--- src/rtl/sop_pkg.sv ---
package sop_pkg;
  typedef enum logic [2:0] {
    SK_LSL = 3'd0,
    SK_ASL = 3'd1,
    SK_LSR = 3'd2,
    SK_ASR = 3'd3,
    SK_ROR = 3'd4,
    SK_RRX = 3'd5
  } shift_kind_e;
endpackage

--- src/rtl/sop_imm_expand.sv ---
module sop_imm_expand #(
  parameter int DATA_W  = 32,
  parameter int CONST_W = 8,
  parameter int ROT_W   = 4
) (
  input  logic [CONST_W-1:0] konst,
  input  logic [ROT_W-1:0]   rot,
  input  logic               carry_in,
  output logic [DATA_W-1:0]  value,
  output logic               carry_out
);
  localparam int NROT = 1 << ROT_W;

  logic [DATA_W-1:0]   base;
  logic [2*DATA_W-1:0] dbl;
  logic [DATA_W-1:0]   cand [NROT];

  assign base = {{(DATA_W-CONST_W){1'b0}}, konst};
  assign dbl  = {base, base};

  // one candidate per rotate code; rotate right by 2*r
  for (genvar r = 0; r < NROT; r++) begin : g_rot
    localparam int SH = (2 * r) % DATA_W;
    assign cand[r] = dbl[SH +: DATA_W];
  end

  assign value     = cand[rot];
  assign carry_out = (rot != '0) ? value[DATA_W-1] : carry_in;
endmodule

--- src/rtl/sop_shifter.sv ---
module sop_shifter
  import sop_pkg::*;
#(
  parameter int DATA_W = 32,
  parameter int AMT_W  = 8
) (
  input  logic [DATA_W-1:0] value,
  input  logic [2:0]        kind,
  input  logic [AMT_W-1:0]  amount,
  input  logic              carry_in,
  output logic [DATA_W-1:0] result,
  output logic              carry_out
);
  localparam int LOG_W = $clog2(DATA_W);
  localparam logic [AMT_W-1:0] FULL = AMT_W'(DATA_W);

  logic [LOG_W-1:0]    sh;
  logic                is_zero, is_full, is_over;
  logic [DATA_W:0]     t_left, t_right;
  logic signed [DATA_W:0] t_arith;
  logic [2*DATA_W-1:0] t_rot;

  assign sh      = amount[LOG_W-1:0];
  assign is_zero = (amount == '0);
  assign is_full = (amount == FULL);
  assign is_over = (amount > FULL);

  always_comb begin
    t_left    = {1'b0, value} << sh;
    t_right   = {value, 1'b0} >> sh;
    t_arith   = $signed({value, 1'b0}) >>> sh;
    t_rot     = {value, value} >> sh;
    result    = value;
    carry_out = carry_in;
    case (shift_kind_e'(kind))
      SK_RRX: begin
        result    = {carry_in, value[DATA_W-1:1]};
        carry_out = value[0];
      end
      SK_LSR: begin
        if (is_zero) begin
          result    = value;
          carry_out = carry_in;
        end else if (is_full) begin
          result    = '0;
          carry_out = value[DATA_W-1];
        end else if (is_over) begin
          result    = '0;
          carry_out = 1'b0;
        end else begin
          result    = t_right[DATA_W:1];
          carry_out = t_right[0];
        end
      end
      SK_ASR: begin
        if (is_zero) begin
          result    = value;
          carry_out = carry_in;
        end else if (is_full || is_over) begin
          result    = {DATA_W{value[DATA_W-1]}};
          carry_out = value[DATA_W-1];
        end else begin
          result    = t_arith[DATA_W:1];
          carry_out = t_arith[0];
        end
      end
      SK_ROR: begin
        if (is_zero) begin
          result    = value;
          carry_out = carry_in;
        end else if (sh == '0) begin
          result    = value;
          carry_out = value[DATA_W-1];
        end else begin
          result    = t_rot[DATA_W-1:0];
          carry_out = t_rot[DATA_W-1];
        end
      end
      default: begin
        if (is_zero) begin
          result    = value;
          carry_out = carry_in;
        end else if (is_full) begin
          result    = '0;
          carry_out = value[0];
        end else if (is_over) begin
          result    = '0;
          carry_out = 1'b0;
        end else begin
          result    = t_left[DATA_W-1:0];
          carry_out = t_left[DATA_W];
        end
      end
    endcase
  end
endmodule

--- src/rtl/sop_out_stage.sv ---
module sop_out_stage #(
  parameter int W = 33
) (
  input  logic         clk,
  input  logic         rst_n,
  input  logic         in_valid,
  output logic         in_ready,
  input  logic [W-1:0] in_data,
  output logic         out_valid,
  input  logic         out_ready,
  output logic [W-1:0] out_data
);
  logic take;

  assign in_ready = !out_valid || out_ready;
  assign take     = in_valid && in_ready;

  always_ff @(posedge clk) begin
    if (!rst_n) begin
      out_valid <= 1'b0;
    end else if (in_ready) begin
      out_valid <= in_valid;
    end
  end

  always_ff @(posedge clk) begin
    if (!rst_n) begin
      out_data <= '0;
    end else if (take) begin
      out_data <= in_data;
    end
  end
endmodule

--- src/rtl/sop_operand_unit.sv ---
module sop_operand_unit #(
  parameter int DATA_W      = 32,
  parameter int IMM_CONST_W = 8,
  parameter int IMM_ROT_W   = 4,
  parameter int SHAMT_W     = 5,
  parameter int REG_AMT_W   = 8
) (
  input  logic                               clk,
  input  logic                               rst_n,
  input  logic                               in_valid,
  output logic                               in_ready,
  input  logic                               use_imm,
  input  logic [IMM_CONST_W+IMM_ROT_W-1:0]   imm_field,
  input  logic [DATA_W-1:0]                  rm_val,
  input  logic [2:0]                         shift_kind,
  input  logic                               amt_from_reg,
  input  logic [SHAMT_W-1:0]                 amt_imm,
  input  logic [DATA_W-1:0]                  rs_val,
  input  logic                               carry_in,
  output logic                               out_valid,
  input  logic                               out_ready,
  output logic [DATA_W-1:0]                  operand,
  output logic                               carry_out
);
  localparam int IMM_W = IMM_CONST_W + IMM_ROT_W;
  localparam int PKT_W = DATA_W + 1;

  logic [DATA_W-1:0]    imm_val, sh_val, sel_val;
  logic                 imm_c, sh_c, sel_c;
  logic [REG_AMT_W-1:0] amount;
  logic [PKT_W-1:0]     pkt_out;

  assign amount = amt_from_reg ? rs_val[REG_AMT_W-1:0]
                               : {{(REG_AMT_W-SHAMT_W){1'b0}}, amt_imm};

  sop_imm_expand #(
    .DATA_W (DATA_W),
    .CONST_W(IMM_CONST_W),
    .ROT_W  (IMM_ROT_W)
  ) u_imm (
    .konst    (imm_field[IMM_CONST_W-1:0]),
    .rot      (imm_field[IMM_W-1:IMM_CONST_W]),
    .carry_in (carry_in),
    .value    (imm_val),
    .carry_out(imm_c)
  );

  sop_shifter #(
    .DATA_W(DATA_W),
    .AMT_W (REG_AMT_W)
  ) u_shift (
    .value    (rm_val),
    .kind     (shift_kind),
    .amount   (amount),
    .carry_in (carry_in),
    .result   (sh_val),
    .carry_out(sh_c)
  );

  assign sel_val = use_imm ? imm_val : sh_val;
  assign sel_c   = use_imm ? imm_c   : sh_c;

  sop_out_stage #(.W(PKT_W)) u_stage (
    .clk      (clk),
    .rst_n    (rst_n),
    .in_valid (in_valid),
    .in_ready (in_ready),
    .in_data  ({sel_c, sel_val}),
    .out_valid(out_valid),
    .out_ready(out_ready),
    .out_data (pkt_out)
  );

  assign operand   = pkt_out[DATA_W-1:0];
  assign carry_out = pkt_out[DATA_W];
endmodule

--- config.mk ---
export PLATFORM = sky130hd
export DESIGN_NAME = sop_operand_unit
export DESIGN_NICKNAME = d
export VERILOG_FILES = /design/src/rtl/sop_pkg.sv /design/src/rtl/sop_imm_expand.sv /design/src/rtl/sop_shifter.sv /design/src/rtl/sop_out_stage.sv /design/src/rtl/sop_operand_unit.sv
export SDC_FILE = /design/constraint.sdc
export NUM_CORES = 1
export LEC_CHECK = 0
export BUFFER_PORTS_ARGS = -buffer_cell sky130_fd_sc_hd__buf_2
export CAP_MARGIN = 20
export CORE_MARGIN = 5
export CORE_UTILIZATION = 54
export DETAILED_ROUTE_END_ITERATION = 6
export GPL_ROUTABILITY_DRIVEN = 0
export GPL_TIMING_DRIVEN = 1
export PLACE_DENSITY = 0.84
export SLEW_MARGIN = 15
export SYNTH_ARGS = -nofsm -noshare
export SYNTH_HDL_FRONTEND = slang
export SYNTH_SLANG_ARGS = --single-unit
--- constraint.sdc ---
create_clock -name clk -period 2.5 [get_ports clk]
set_input_delay 0.25 -clock clk [delete_from_list [all_inputs] [get_ports clk]]
set_output_delay 0.25 -clock clk [all_outputs]
set_load 0.005 [all_outputs]
==> results.json, run 1 <==
{
  "grt_pass1_wl_um": 93700,
  "dpl_worst_slack_ns": -0.508,
  "start_util_pct": 55.2,
  "synth.top_cells.by_area": "mux4_2, mux2i_1, dfxtp_1",
  "synthXorXnorAreaFrac_pct": 0,
  "std_cell_rows": 45,
  "synth_top_cell_by_area": "mux4_2",
  "error_line": "[ERROR GRT-0116] Global routing finished with congestion. Check the congestion regions in the DRC Viewer.",
  "io_pins": 126,
  "holdBufCountCts": 0,
  "status": "stopped before the end",
  "die_x_um": 135,
  "syn-instance-count": 1165,
  "port-buffer-count": 101,
  "grt_max_degree": 36,
  "yosysWarnings": 0,
  "synthAdderAreaFrac_pct": 0,
  "grt_usage_pct": 68.4,
  "clkSinkCount": 34,
  "yosys.area_share.simple_pct": 19.9,
  "ys_seq_area_share_pct": 8.08,
  "netlist.area_leader.share_pct": 15.0,
  "synth-async-reset-ratio_pct": 0,
  "fp.dieH_um": 135,
  "stop_stage": "global routing",
  "grt_pass1_vias": 15200,
  "avgSynthCellArea_um2": 7.23,
  "cts_max_level": 2,
  "grt_overflow": 6,
  "syn-num-nets": 1256,
  "synth-seq-cells": 34,
  "netlist_area_um2": 8420,
  "yosys.cell_types.count": 76,
  "synthFlopType": "dfxtp_1",
  "cts_root_buf": "clkbuf_16",
  "synth_edf_count": 0,
  "dp.final_hpwl_um": 35000,
  "synth_compound_area_share_pct": 34.6,
  "synth_top_family_by_area": "compound AO/OA/AOI/OAI gates",
  "clockBufferDepth": 2,
  "cts_buffers": 5,
  "muxShareOfSynthArea_pct": 30.0
}
## synth_stat cells, types with 14 or more instances
cell	count
mux2_2	16
a21oi_1	98
clkbuf_1	94
nor3_1	37
nor2_1	113
a221oi_1	15
o221ai_1	37
o211ai_1	27
o22ai_1	14
a31oi_1	21
buf_2	20
mux4_2	56
a211oi_1	25
nand3_1	24
o21ai_0	96
dfxtp_1	34
nand2_1	140
mux2i_1	101
## logic make-up after synthesis
group                  after synthesis
DFF                                 34
AOI/OAI and AO/OA                  433
muxes                              177
buffers and inverters              144
and+or+nand+nor                    377
## routing by layer
metal  GRT usage (%)  overflow
met3            61.8         1
met4            62.7         3
met5            30.6         0
met1            67.8         0
met2            80.5         2
## metrics by stage
step | TNS (ns) | instances | cell area (um^2)
after CTS | -0.0974 | 1655 | 11600
after floorplan | -0.412 | 1165 | 8480
after detailed placement | -10.36 | 1625 | 11000
after global placement | -7.46 | 1625 | 11000
## repair_timing
| item | 4_1_cts |
|---|---|
| resized for setup | 31 |
| cloned | 4 |
| endpoints found under the setup margin | 21 |
| pin swaps | 5 |
| setup buffers | 18 |
==> inputs of run 2 (changes only) <==
Settings changed: CORE_UTILIZATION 54 to 40, PLACE_DENSITY 0.84 to default, PLACE_DENSITY_LB_ADDON from default to 0.15.
Clock period 2.5 ns to 3.2 ns, I/O delays scaled along.
==> run 2 against run 1 <==
Compared with the run above: the flow now finishes, with violations (design-rule violations); synthesized cell count unchanged; area after synthesis unchanged.
==> results.json, run 2 <==
{
  "status": "finished, violations left",
  "failed_checks": "design-rule violations",
  "tightest_slew_ns": 0.863,
  "clk_latency_ns": 0.29,
  "cap_viol_max_count": 0,
  "coreArea_um2": 20900,
  "timing.rr.start": "u_stage.out_valid$_SDFFE_PN0N_",
  "hold_depth": 3,
  "setup_ws_ns": 0.204,
  "num_vias": 11600,
  "yosys.area_share.simple_pct": 19.9,
  "diodes": 0,
  "slew_violations": 0,
  "largest_register": "u_stage.out_data",
  "grt_pass1_vias": 10900,
  "dp_cells": 1541,
  "fin_cells": 1549,
  "wl_um": 47100,
  "dpl_worst_slack_ns": -0.298,
  "relSlewSlack_pct": 42.0,
  "avgSynthCellArea_um2": 7.23,
  "grt_overflow": 0,
  "drc": 9,
  "peakVddDrop_mv": 0.187,
  "p_per_area_nw_per_um2": 303,
  "via_per_inst": 7.50,
  "fillers": 2172,
  "wl_per_cell_um": 30.4,
  "grtUsageMet2_pct": 55.6,
  "synth_compound_area_share_pct": 34.6,
  "grt_busiest_layer": "met2",
  "cts.clk_slew.worst_paths_ns": 0.06,
  "r2r_cells": 8,
  "setup_tns_ns": 0,
  "start_util_pct": 40.3,
  "grt_max_degree": 44,
  "critPathCaptureType": "register",
  "top_regs": "u_stage.out_data x33, u_stage.out_valid x1",
  "clock_skew_ns": 0.00491,
  "p_leak_uw": 0.00396,
  "hold_viol_final": 0,
  "drive_gt1_share_pct": 26.8,
  "synth_top_family_by_area": "compound AO/OA/AOI/OAI gates",
  "synth_most_common_cell": "nand2_1",
  "ant_nets": 0,
  "power_uw": 3040,
  "drt-initial-drc-count": 2435,
  "min_to": "u_stage.out_valid$_SDFFE_PN0N_",
  "arrival_ns": 3.17,
  "dieArea_um2": 24100,
  "port-buffer-count": 101,
  "grt_pass1_wl_um": 69000,
  "cts_buffers": 5,
  "synth-async-reset-ratio_pct": 0,
  "final_cell_mix": "nand2_1, buf_4, nor2_1, buf_2",
  "fmax_mhz": 334,
  "min-delay-start": "in_valid",
  "period_needed_ns": 3.00,
  "worstHoldPathType": "in -> reg",
  "yosysWarnings": 0,
  "syn-instance-count": 1165,
  "fin_nets": 1364,
  "rsz0062_at_grt": "false",
  "setup_viol": 0,
  "synthFlopType": "dfxtp_1",
  "path_class": "in -> reg",
  "synth.top_cells.by_area": "mux4_2, mux2i_1, dfxtp_1",
  "synth-seq-cells": 34,
  "synth_common_cells": "nand2_1, nor2_1, mux2i_1",
  "finalCritPeriodShare_pct": 93.6,
  "reg2reg_slack_ns": 0.82,
  "synth_edf_count": 0,
  "critPathLaunchType": "primary input",
  "timing.hold.ws_ns": 0.292,
  "fp.dieH_um": 155,
  "dp.final_hpwl_um": 34500,
  "netlist.area_leader.share_pct": 15.0,
  "cts_max_level": 2,
  "syn2layout_area_growth_pct": 19.1,
  "grt_util_met3_pct": 11.7,
  "cts_root_buf": "clkbuf_16",
  "synthAdderAreaFrac_pct": 0,
  "die_x_um": 155,
  "muxShareOfSynthArea_pct": 30.0,
  "largest_reg_flops": 33,
  "antenna_found_initial": 0,
  "yosys.cell_types.count": 76,
  "netlist_area_um2": 8420,
  "firstDrtPassIters": 7,
  "synth_top_cell_by_area": "mux4_2",
  "holdBufCountCts": 0,
  "syn-num-nets": 1256,
  "synthXorXnorAreaFrac_pct": 0,
  "layout_commonest_cell": "nand2_1",
  "ys_seq_area_share_pct": 8.08,
  "cts_tree": "built",
  "std_cell_rows": 53,
  "path_max_fanout": 43,
  "r2r-end": "u_stage.out_data[21]$_SDFFE_PN0P_",
  "grt_usage_pct": 37.5,
  "clockBufferDepth": 2,
  "io_pins": 126,
  "grt_util_met1_pct": 47.8,
  "worstPathRequired_ns": 3.38,
  "clkSinkCount": 34
}
run 2: cell counts after synthesis:
Identical to the previous run, type by type.
run 2: how the worst max path moves through the flow:
| stage | startpoint | slack, ns | endpoint |
|---|---|---|---|
| floorplan | amt_from_reg | 0.45 | u_stage.out_data[22]$_SDFFE_PN0P_ |
| global placement | amt_from_reg | -0.33 | u_stage.out_data[22]$_SDFFE_PN0P_ |
| detailed placement | amt_from_reg | -0.30 | u_stage.out_data[22]$_SDFFE_PN0P_ |
| CTS | amt_from_reg | 0.11 | u_stage.out_data[22]$_SDFFE_PN0P_ |
| global route | amt_from_reg | 0.12 | u_stage.out_data[22]$_SDFFE_PN0P_ |
| finish | amt_from_reg | 0.20 | u_stage.out_data[22]$_SDFFE_PN0P_ |
run 2: layer usage:
layer  wire [um]  vias up  part of all wire [%]
li1            -     4775                     -
met1       16400     5380                    35
met4        4170        0                   8.9
met2       19400     1121                    41
met5           0        -                     0
met3        7140      335                    15
run 2: area by class of cell:
class	count	area [um^2]	area share (%)
clock buffers	5	125	1.25
inverters	8	30.0	0.299
well taps	275	344	3.43
flip-flops and latches	34	681	6.78
clock inverters	3	21.3	0.212
repair buffers	237	1660	16.6
multi-input cells	987	7170	71.5
run 2: logic make-up after synthesis:
kind of cell | after synthesis
AOI/OAI and AO/OA | 433
buffers and inverters | 144
muxes | 177
DFF | 34
and+or+nand+nor | 377
run 2: worst max-delay path, stage by stage:
cell       delay, ns
buf_2           0.16
mux2i_4         0.27
buf_12          0.29
mux4_2          0.56
mux2i_1         0.25
o21ai_1         0.20
mux2_2          0.33
a2111oi_2       0.53
buf_4           0.19
nor2_1          0.03
run 2: power breakdown:
part	switching, uW	leakage [uW]	internal [uW]	total, uW
logic	1270	0.00361	790	2060
clock network	200	0.0000698	288	488
registers	24.7	0.000280	461	486
total	1500	0.00396	1540	3040
run 2: what timing repair did:
item,CTS,global route
setup buffers,0,0
resized for setup,1,1
cloned,0,0
endpoints found under the setup margin,1,1
run 2: per-stage QoR:
stage	util, %	cell area, um^2
floorplan	-	8420
global placement	47.3	9880
detailed placement	47.3	9880
CTS	48.0	10000
global route	48.0	10000
finish	48.0	10000
(Power assumes the default switching activity.)
